`src/rtl/tlb_guard_pkg.sv`:
```
package tlb_guard_pkg;
   typedef enum logic [1:0] {
      ACC_FETCH = 2'd0,
      ACC_LOAD  = 2'd1,
      ACC_STORE = 2'd2
   } acc_kind_e;

   typedef enum logic [1:0] {
      EXC_NONE  = 2'd0,
      EXC_MISS  = 2'd1,
      EXC_FETCH = 2'd2,
      EXC_DATA  = 2'd3
   } exc_code_e;
endpackage

```
`src/rtl/tlb_guard_store.sv`:
```
// Entry storage: indexed write port and single-cycle global invalidate.
module tlb_guard_store #(
   parameter int ENTRIES = 16,
   parameter int EPN_W   = 20,
   parameter int RPN_W   = 20,
   parameter int TID_W   = 8,
   localparam int IDX_W  = $clog2(ENTRIES)
) (
   input  logic                          clk,
   input  logic                          rst_n,
   input  logic                          wr_en,
   input  logic [IDX_W-1:0]              wr_idx,
   input  logic [EPN_W-1:0]              wr_epn,
   input  logic [RPN_W-1:0]              wr_rpn,
   input  logic [TID_W-1:0]              wr_tid,
   input  logic                          wr_valid,
   input  logic                          wr_wren,
   input  logic                          wr_exen,
   input  logic                          inv_all,
   output logic [ENTRIES-1:0]            ent_vld,
   output logic [ENTRIES-1:0]            ent_wr,
   output logic [ENTRIES-1:0]            ent_ex,
   output logic [ENTRIES-1:0][EPN_W-1:0] ent_epn,
   output logic [ENTRIES-1:0][RPN_W-1:0] ent_rpn,
   output logic [ENTRIES-1:0][TID_W-1:0] ent_tid
);
   for (genvar g = 0; g < ENTRIES; g++) begin : g_ent
      logic sel;
      assign sel = wr_en && (wr_idx == IDX_W'(g));

      always_ff @(posedge clk or negedge rst_n) begin
         if (!rst_n) begin
            ent_vld[g] <= 1'b0;
            ent_wr[g]  <= 1'b0;
            ent_ex[g]  <= 1'b0;
            ent_epn[g] <= '0;
            ent_rpn[g] <= '0;
            ent_tid[g] <= '0;
         end else begin
            if (sel) begin
               ent_vld[g] <= wr_valid;
               ent_wr[g]  <= wr_wren;
               ent_ex[g]  <= wr_exen;
               ent_epn[g] <= wr_epn;
               ent_rpn[g] <= wr_rpn;
               ent_tid[g] <= wr_tid;
            end
            // invalidate wins over a write in the same cycle
            if (inv_all) ent_vld[g] <= 1'b0;
         end
      end
   end
endmodule

```
`src/rtl/tlb_guard_match.sv`:
```
// Parallel compare of every entry against the lookup key.
module tlb_guard_match #(
   parameter int ENTRIES = 16,
   parameter int EPN_W   = 20,
   parameter int TID_W   = 8
) (
   input  logic [ENTRIES-1:0]            ent_vld,
   input  logic [ENTRIES-1:0][EPN_W-1:0] ent_epn,
   input  logic [ENTRIES-1:0][TID_W-1:0] ent_tid,
   input  logic [EPN_W-1:0]              key_epn,
   input  logic [TID_W-1:0]              key_pid,
   output logic [ENTRIES-1:0]            hit
);
   for (genvar g = 0; g < ENTRIES; g++) begin : g_cmp
      logic tag_ok;
      assign tag_ok = (ent_tid[g] == '0) || (ent_tid[g] == key_pid);
      assign hit[g] = ent_vld[g] && (ent_epn[g] == key_epn) && tag_ok;
   end
endmodule

```
`src/rtl/tlb_guard_pick.sv`:
```
// Lowest-index priority select of the hit vector.
module tlb_guard_pick #(
   parameter int ENTRIES = 16,
   localparam int IDX_W  = $clog2(ENTRIES)
) (
   input  logic [ENTRIES-1:0] hit,
   output logic               any,
   output logic [IDX_W-1:0]   idx
);
   always_comb begin
      idx = '0;
      for (int i = ENTRIES - 1; i >= 0; i--) begin
         if (hit[i]) idx = IDX_W'(i);
      end
   end
   assign any = |hit;
endmodule

```
`src/rtl/tlb_guard.sv`:
```
module tlb_guard
   import tlb_guard_pkg::*;
#(
   parameter int ENTRIES = 16,
   parameter int EPN_W   = 20,
   parameter int RPN_W   = 20,
   parameter int TID_W   = 8,
   localparam int IDX_W  = $clog2(ENTRIES)
) (
   input  logic             clk,
   input  logic             rst_n,
   input  logic             xlat_ins_en,
   input  logic             xlat_dat_en,
   input  logic             req_vld,
   input  logic [EPN_W-1:0] req_epn,
   input  logic [1:0]       req_kind,
   input  logic [TID_W-1:0] req_pid,
   input  logic             wr_en,
   input  logic [IDX_W-1:0] wr_idx,
   input  logic [EPN_W-1:0] wr_epn,
   input  logic [RPN_W-1:0] wr_rpn,
   input  logic [TID_W-1:0] wr_tid,
   input  logic             wr_valid,
   input  logic             wr_wren,
   input  logic             wr_exen,
   input  logic             inv_all,
   output logic             rsp_vld,
   output logic [RPN_W-1:0] rsp_ppn,
   output logic [1:0]       rsp_exc
);
   if (ENTRIES < 2) begin : g_bad_entries
      $error("tlb_guard: ENTRIES must be at least 2");
   end
   if (RPN_W < EPN_W) begin : g_bad_width
      $error("tlb_guard: RPN_W must not be narrower than EPN_W");
   end
   if (TID_W < 1) begin : g_bad_tid
      $error("tlb_guard: TID_W must be positive");
   end

   logic [ENTRIES-1:0]            ent_vld, ent_wr, ent_ex, hit;
   logic [ENTRIES-1:0][EPN_W-1:0] ent_epn;
   logic [ENTRIES-1:0][RPN_W-1:0] ent_rpn;
   logic [ENTRIES-1:0][TID_W-1:0] ent_tid;
   logic                          any_hit;
   logic [IDX_W-1:0]              hit_idx;

   tlb_guard_store #(.ENTRIES(ENTRIES), .EPN_W(EPN_W), .RPN_W(RPN_W), .TID_W(TID_W)) u_store (
      .clk(clk), .rst_n(rst_n), .wr_en(wr_en), .wr_idx(wr_idx), .wr_epn(wr_epn),
      .wr_rpn(wr_rpn), .wr_tid(wr_tid), .wr_valid(wr_valid), .wr_wren(wr_wren),
      .wr_exen(wr_exen), .inv_all(inv_all), .ent_vld(ent_vld), .ent_wr(ent_wr),
      .ent_ex(ent_ex), .ent_epn(ent_epn), .ent_rpn(ent_rpn), .ent_tid(ent_tid)
   );

   tlb_guard_match #(.ENTRIES(ENTRIES), .EPN_W(EPN_W), .TID_W(TID_W)) u_match (
      .ent_vld(ent_vld), .ent_epn(ent_epn), .ent_tid(ent_tid),
      .key_epn(req_epn), .key_pid(req_pid), .hit(hit)
   );

   tlb_guard_pick #(.ENTRIES(ENTRIES)) u_pick (
      .hit(hit), .any(any_hit), .idx(hit_idx)
   );

   logic             is_fetch, is_store, xlat_on;
   exc_code_e        nxt_exc;
   logic [RPN_W-1:0] nxt_ppn;

   assign is_fetch = (req_kind == ACC_FETCH);
   assign is_store = (req_kind == ACC_STORE);
   assign xlat_on  = is_fetch ? xlat_ins_en : xlat_dat_en;

   always_comb begin
      nxt_exc = EXC_NONE;
      nxt_ppn = '0;
      if (!xlat_on) begin
         nxt_ppn = RPN_W'(req_epn);
      end else if (!any_hit) begin
         nxt_exc = EXC_MISS;
      end else if (is_fetch && !ent_ex[hit_idx]) begin
         nxt_exc = EXC_FETCH;
      end else if (is_store && !ent_wr[hit_idx]) begin
         nxt_exc = EXC_DATA;
      end else begin
         nxt_ppn = ent_rpn[hit_idx];
      end
   end

   always_ff @(posedge clk or negedge rst_n) begin
      if (!rst_n) begin
         rsp_vld <= 1'b0;
         rsp_ppn <= '0;
         rsp_exc <= EXC_NONE;
      end else begin
         rsp_vld <= req_vld;
         rsp_ppn <= req_vld ? nxt_ppn : '0;
         rsp_exc <= req_vld ? nxt_exc : EXC_NONE;
      end
   end
endmodule

```
`config.mk`:
```
export PLATFORM = sky130hd
export DESIGN_NAME = tlb_guard
export DESIGN_NICKNAME = d
export VERILOG_FILES = /design/src/rtl/tlb_guard_pkg.sv /design/src/rtl/tlb_guard_store.sv /design/src/rtl/tlb_guard_match.sv /design/src/rtl/tlb_guard_pick.sv /design/src/rtl/tlb_guard.sv
export SDC_FILE = /design/constraint.sdc
export NUM_CORES = 1
export LEC_CHECK = 0
export ABC_CLOCK_PERIOD_IN_PS = 4070
export BUFFER_PORTS_ARGS = -buffer_cell sky130_fd_sc_hd__buf_2
export CORE_MARGIN = 4
export CORE_UTILIZATION = 63
export CTS_CLUSTER_DIAMETER = 150
export DETAILED_ROUTE_END_ITERATION = 16
export PLACE_DENSITY_LB_ADDON = 0.3
export SLEW_MARGIN = 25
export SYNTH_ARGS = -nofsm -noshare
export SYNTH_HDL_FRONTEND = slang
export SYNTH_SLANG_ARGS = --single-unit
export TNS_END_PERCENT = 50
```
`constraint.sdc`:
```
create_clock -name clk -period 4.07 [get_ports clk]
set_input_delay 1.221 -clock clk [delete_from_list [all_inputs] [get_ports clk]]
set_output_delay 1.221 -clock clk [all_outputs]
set_load 0.005 [all_outputs]
```
==> results by group <==
Placement
  – Post-detail-place hpwl: 77700 um
  – Port Buffer Count: 114
  – Placed Cells: 4283
  – Area after DPL: 0.0450 mm^2
  – RePlAce Congestion: 0.909
  – Pre-CTS setup slack: -1270 ps

Die
  – Die ar.: 0.0700 mm^2
  – Die H: 265 um
  – Core area: 0.0648 mm^2
  – Core Rows: between 90 and 100
  – Initial Util: a little under two thirds
  – Die width: 265 um
  – Top-level port count: approximately 120

Final layout
  – Share of cells above drive strength 1: 43.3%
  – Storage cell area: approximately 0.021 mm^2
  – Final nets: 3664
  – Core Util, Final: 76.8%
  – # fillers: approximately 3800
  – Area grow syn2layout: 20.1%
  – Fin area: 0.0498 mm^2
  – Footprint of the multi-input gates: around 0.02 mm^2
  – Non-filler instance count after layout: ~4500

Synth
  – FFs w/ async S/R, synth: 100%
  – Part of the Yosys area used for sequential elements: 50.7%
  – Mapped cell area: 0.0414 mm^2
  – Synth warn: 0
  – Syn Area/Cell: between 10 and 15 um^2
  – Post-Syn Instances: 3245
  – Post-synth net total: roughly 3300
  – Post-synth EDFFs: 0
  – Synthesized flop and latch total: 839
  – Post-synth top flop: dfrtp_1
  – Distinct cell type count after synthesis: 68

Critical path
  – Critical path peak fanout: 8
  – Worst path max stage delay: 620 ps
  – Crit path kind: in2reg
  – Crit path cell chain: buf_6 > xnor2_4 > nand4_1 > or4_4 > or4_4 > buf_6 > nand4_1 > o2111ai_2 > buf_6 > and3_1 > o311ai_4 > o41ai_2 > a32o_2 > nor3_4 > buf_12 > buf_12 > o31ai_2
  – Slowest stage cell, crit path: or4_4
  – Worst path arrival time: 4870 ps
  – CP most frequent cell: buf_6
  – Startpoint Class: input pin
  – Required time worst endpoint: about 4600 ps
  – Setup crit end kind: register

Route
  – Post-route DRC violation count: 0
  – Via count: 29100
  – Iteration count of the initial detailed-routing pass: 7
  – Total routed wirelength: 125000 um
  – Post-DRT Antenna Nets: 0
  – Drt first-iter violations: about 2600
  – Vias per inst: 6.47
  – Wire per inst: roughly 28 um

Flow run
  – Max_cap viols: 0

Timing
  – Min Tclk post-route: around 4400 ps
  – Final period util: 107%
  – Slew margin rel.: 34.5%
  – Fmax: 230 MHz
  – Fin. max-slew vios: 0
  – Clock Skew: about 17 ps
  – Setup ws final: -283 ps
  – Final setup vio count: 22
  – Hold violation count in the final report: 0
  – Worst Max-Slew Pin Slew: 983 ps
  – RSZ-0062 raised after global routing: true

Power
  – Peak VDD IR: roughly 0.48 mV
  – PD cells: 515 mW/mm^2
  – Leak pwr: 20.7 nW

GRT
  – Largest net degree at the start of global routing: 125
  – Aggregate global-route resource usage: 35.4%
  – Vias in the first global route: 31200
  – First-pass GRT wire length: 189000 um
  – Initial antenna violation count: 13
  – Grt ovf: 0

Clocking
  – Worst-skew pair later-pin latency: 640 ps
  – Post-CTS Hold Buffers: 0
  – CTS tree: built
  – Clock Sinks: 839
  – Clock buffer depth: 3
  – CTS buffer count: 87
  – Clk pin slew, worst setup/hold paths: 60 ps
  – H-tree depth: 3
  – CTS Root Cell: clkbuf_16

Run status
  – Failing checks: setup timing
  – Outcome: complete, but fails checks

Worst hold path
  – Type of the most critical hold path: reg2reg
worst max-delay path: cells and delay by family:
kind                      cells  cell delay (ps)
and+or+nand+nor               6             1830
AOI/OAI and AO/OA             5              870
buffers and inverters         5              770
xor gates and xnor gates      1              180
final timing paths:
| check | start | endpoint | slack, ps | depth (start not counted) |
|---|---|---|---|---|
| worst max-delay path | req_epn[2] | rsp_ppn[4]$_DFF_PN0_ | -280 | 17 |
| worst min-delay path | u_store.ent_wr[7]$_DFFE_PN0P_ | u_store.ent_wr[7]$_DFFE_PN0P_ | 500 | 1 |
| worst max register to register | u_store.ent_epn[202]$_DFFE_PN0P_ | rsp_ppn[4]$_DFF_PN0_ | -30 | 16 |
| worst min register to register | u_store.ent_wr[7]$_DFFE_PN0P_ | u_store.ent_wr[7]$_DFFE_PN0P_ | 500 | 1 |
| max in group asynchronous | rst_n | u_store.ent_rpn[203]$_DFFE_PN0P_ | 2360 | 3 |
| min in group asynchronous | rst_n | u_store.ent_tid[124]$_DFFE_PN0P_ | 550 | 1 |
cell usage after synthesis (all sizes together), types with 9 or more instances:
| library cell | number | area share, % |
|---|---|---|
| xor2 | 50 | 1.1 |
| nor4bb | 12 | 0.29 |
| nand3 | 42 | 0.51 |
| a21o | 20 | 0.36 |
| nor4 | 57 | 0.86 |
| mux2 | 797 | 22 |
| a22oi | 81 | 1.5 |
| buf | 97 | 1.4 |
| o31ai | 22 | 0.66 |
| clkbuf | 151 | 1.4 |
| a21oi | 22 | 0.27 |
| xnor2 | 397 | 8.5 |
| o21ai | 22 | 0.29 |
| nand4 | 137 | 2.1 |
| nand2 | 116 | 1.1 |
| inv | 9 | 0.081 |
| nor2 | 62 | 0.57 |
| and4 | 12 | 0.26 |
| nor4b | 21 | 0.44 |
| mux2i | 185 | 4.5 |
| dfrtp | 839 | 51 |
state kept, by name, summed over array words and instances (netlist names):
signal	flops
u_store.ent_vld	16
rsp_vld	1
u_store.ent_epn	320
u_store.ent_ex	16
u_store.ent_rpn	320
rsp_ppn	20
rsp_exc	2
u_store.ent_wr	16
u_store.ent_tid	128
repair_timing:
item                       in CTS  in global routing
pin swaps                      42                 22
gates cloned                    4                  0
buffers inserted               45                  7
resized for setup             190                 33
setup endpoints to repair      22                 22
placed cells by master, fill, tap and decap left out, types with 7 or more instances in the layout:
cell type    n
xor2_1      48
o21ai_0     19
xnor2_1    340
nor2_4      12
o31ai_4      8
buf_8        9
a21o_1      20
buf_12      53
buf_6       29
o31ai_2     13
clkbuf_1    21
mux2i_1    185
clkbuf_16   91
nand2_1    111
xnor2_4     16
clkinv_2    15
xnor2_2     41
inv_1        9
a21oi_1     21
dfrtp_1    839
a22oi_2      7
mux2_2     796
nor2_1      50
nor4_1      52
and4_1      10
buf_2       97
a22oi_1     74
bufinv_16    8
diode_2      7
clkbuf_8    21
nand3_1     39
nor4b_1     19
buf_4      292
nor4bb_1     8
nand4_1    137
kinds of logic after synthesis:
group                  synth area share (%)
XOR/XNOR                               9.57
multiplexers                           26.1
flip-flops                             50.7
AND/OR/NAND/NOR                        6.94
AO/OA/AOI/OAI                          3.89
buffers and inverters                  2.82
layer usage:
metal  vias to the layer above  part of all wire [%]  global-route usage [%]
li1                      12300                     -                       -
met1                     15200                    39                    45.8
met2                      1255                    47                    56.4
met3                       412                   8.0                    8.14
met4                         8                   5.9                    18.4
met5                         -                 0.034                       0
power by group:
group,internal (W),switching [W]
registers,0.0102,0.00136
logic,0.00329,0.00247
clock network,0.00498,0.00334
per-stage QoR:
step | TNS (ps) | hold slack, ps | total power, W
2_1_floorplan | -6080 | 471 | 0.0150
3_3_place_gp | -22640 | 486 | 0.0166
3_5_place_dp | -24270 | 490 | 0.0170
4_1_cts | -2800 | 504 | 0.0256
5_1_grt | -7090 | 510 | 0.0267
6_report | -5340 | 501 | 0.0256
cell type report:
cell class / instances / share of cell area (%)
clock buffer: 133 / 5.31
antenna: 7 / 0.0352
sequential: 839 / 42.2
clock inverter: 26 / 0.714
timing repair buffer: 485 / 8.71
inverter: 9 / 0.0678
multi-input combinational: 2150 / 40.8
tap: 855 / 2.15
(Power assumes the default switching activity.)
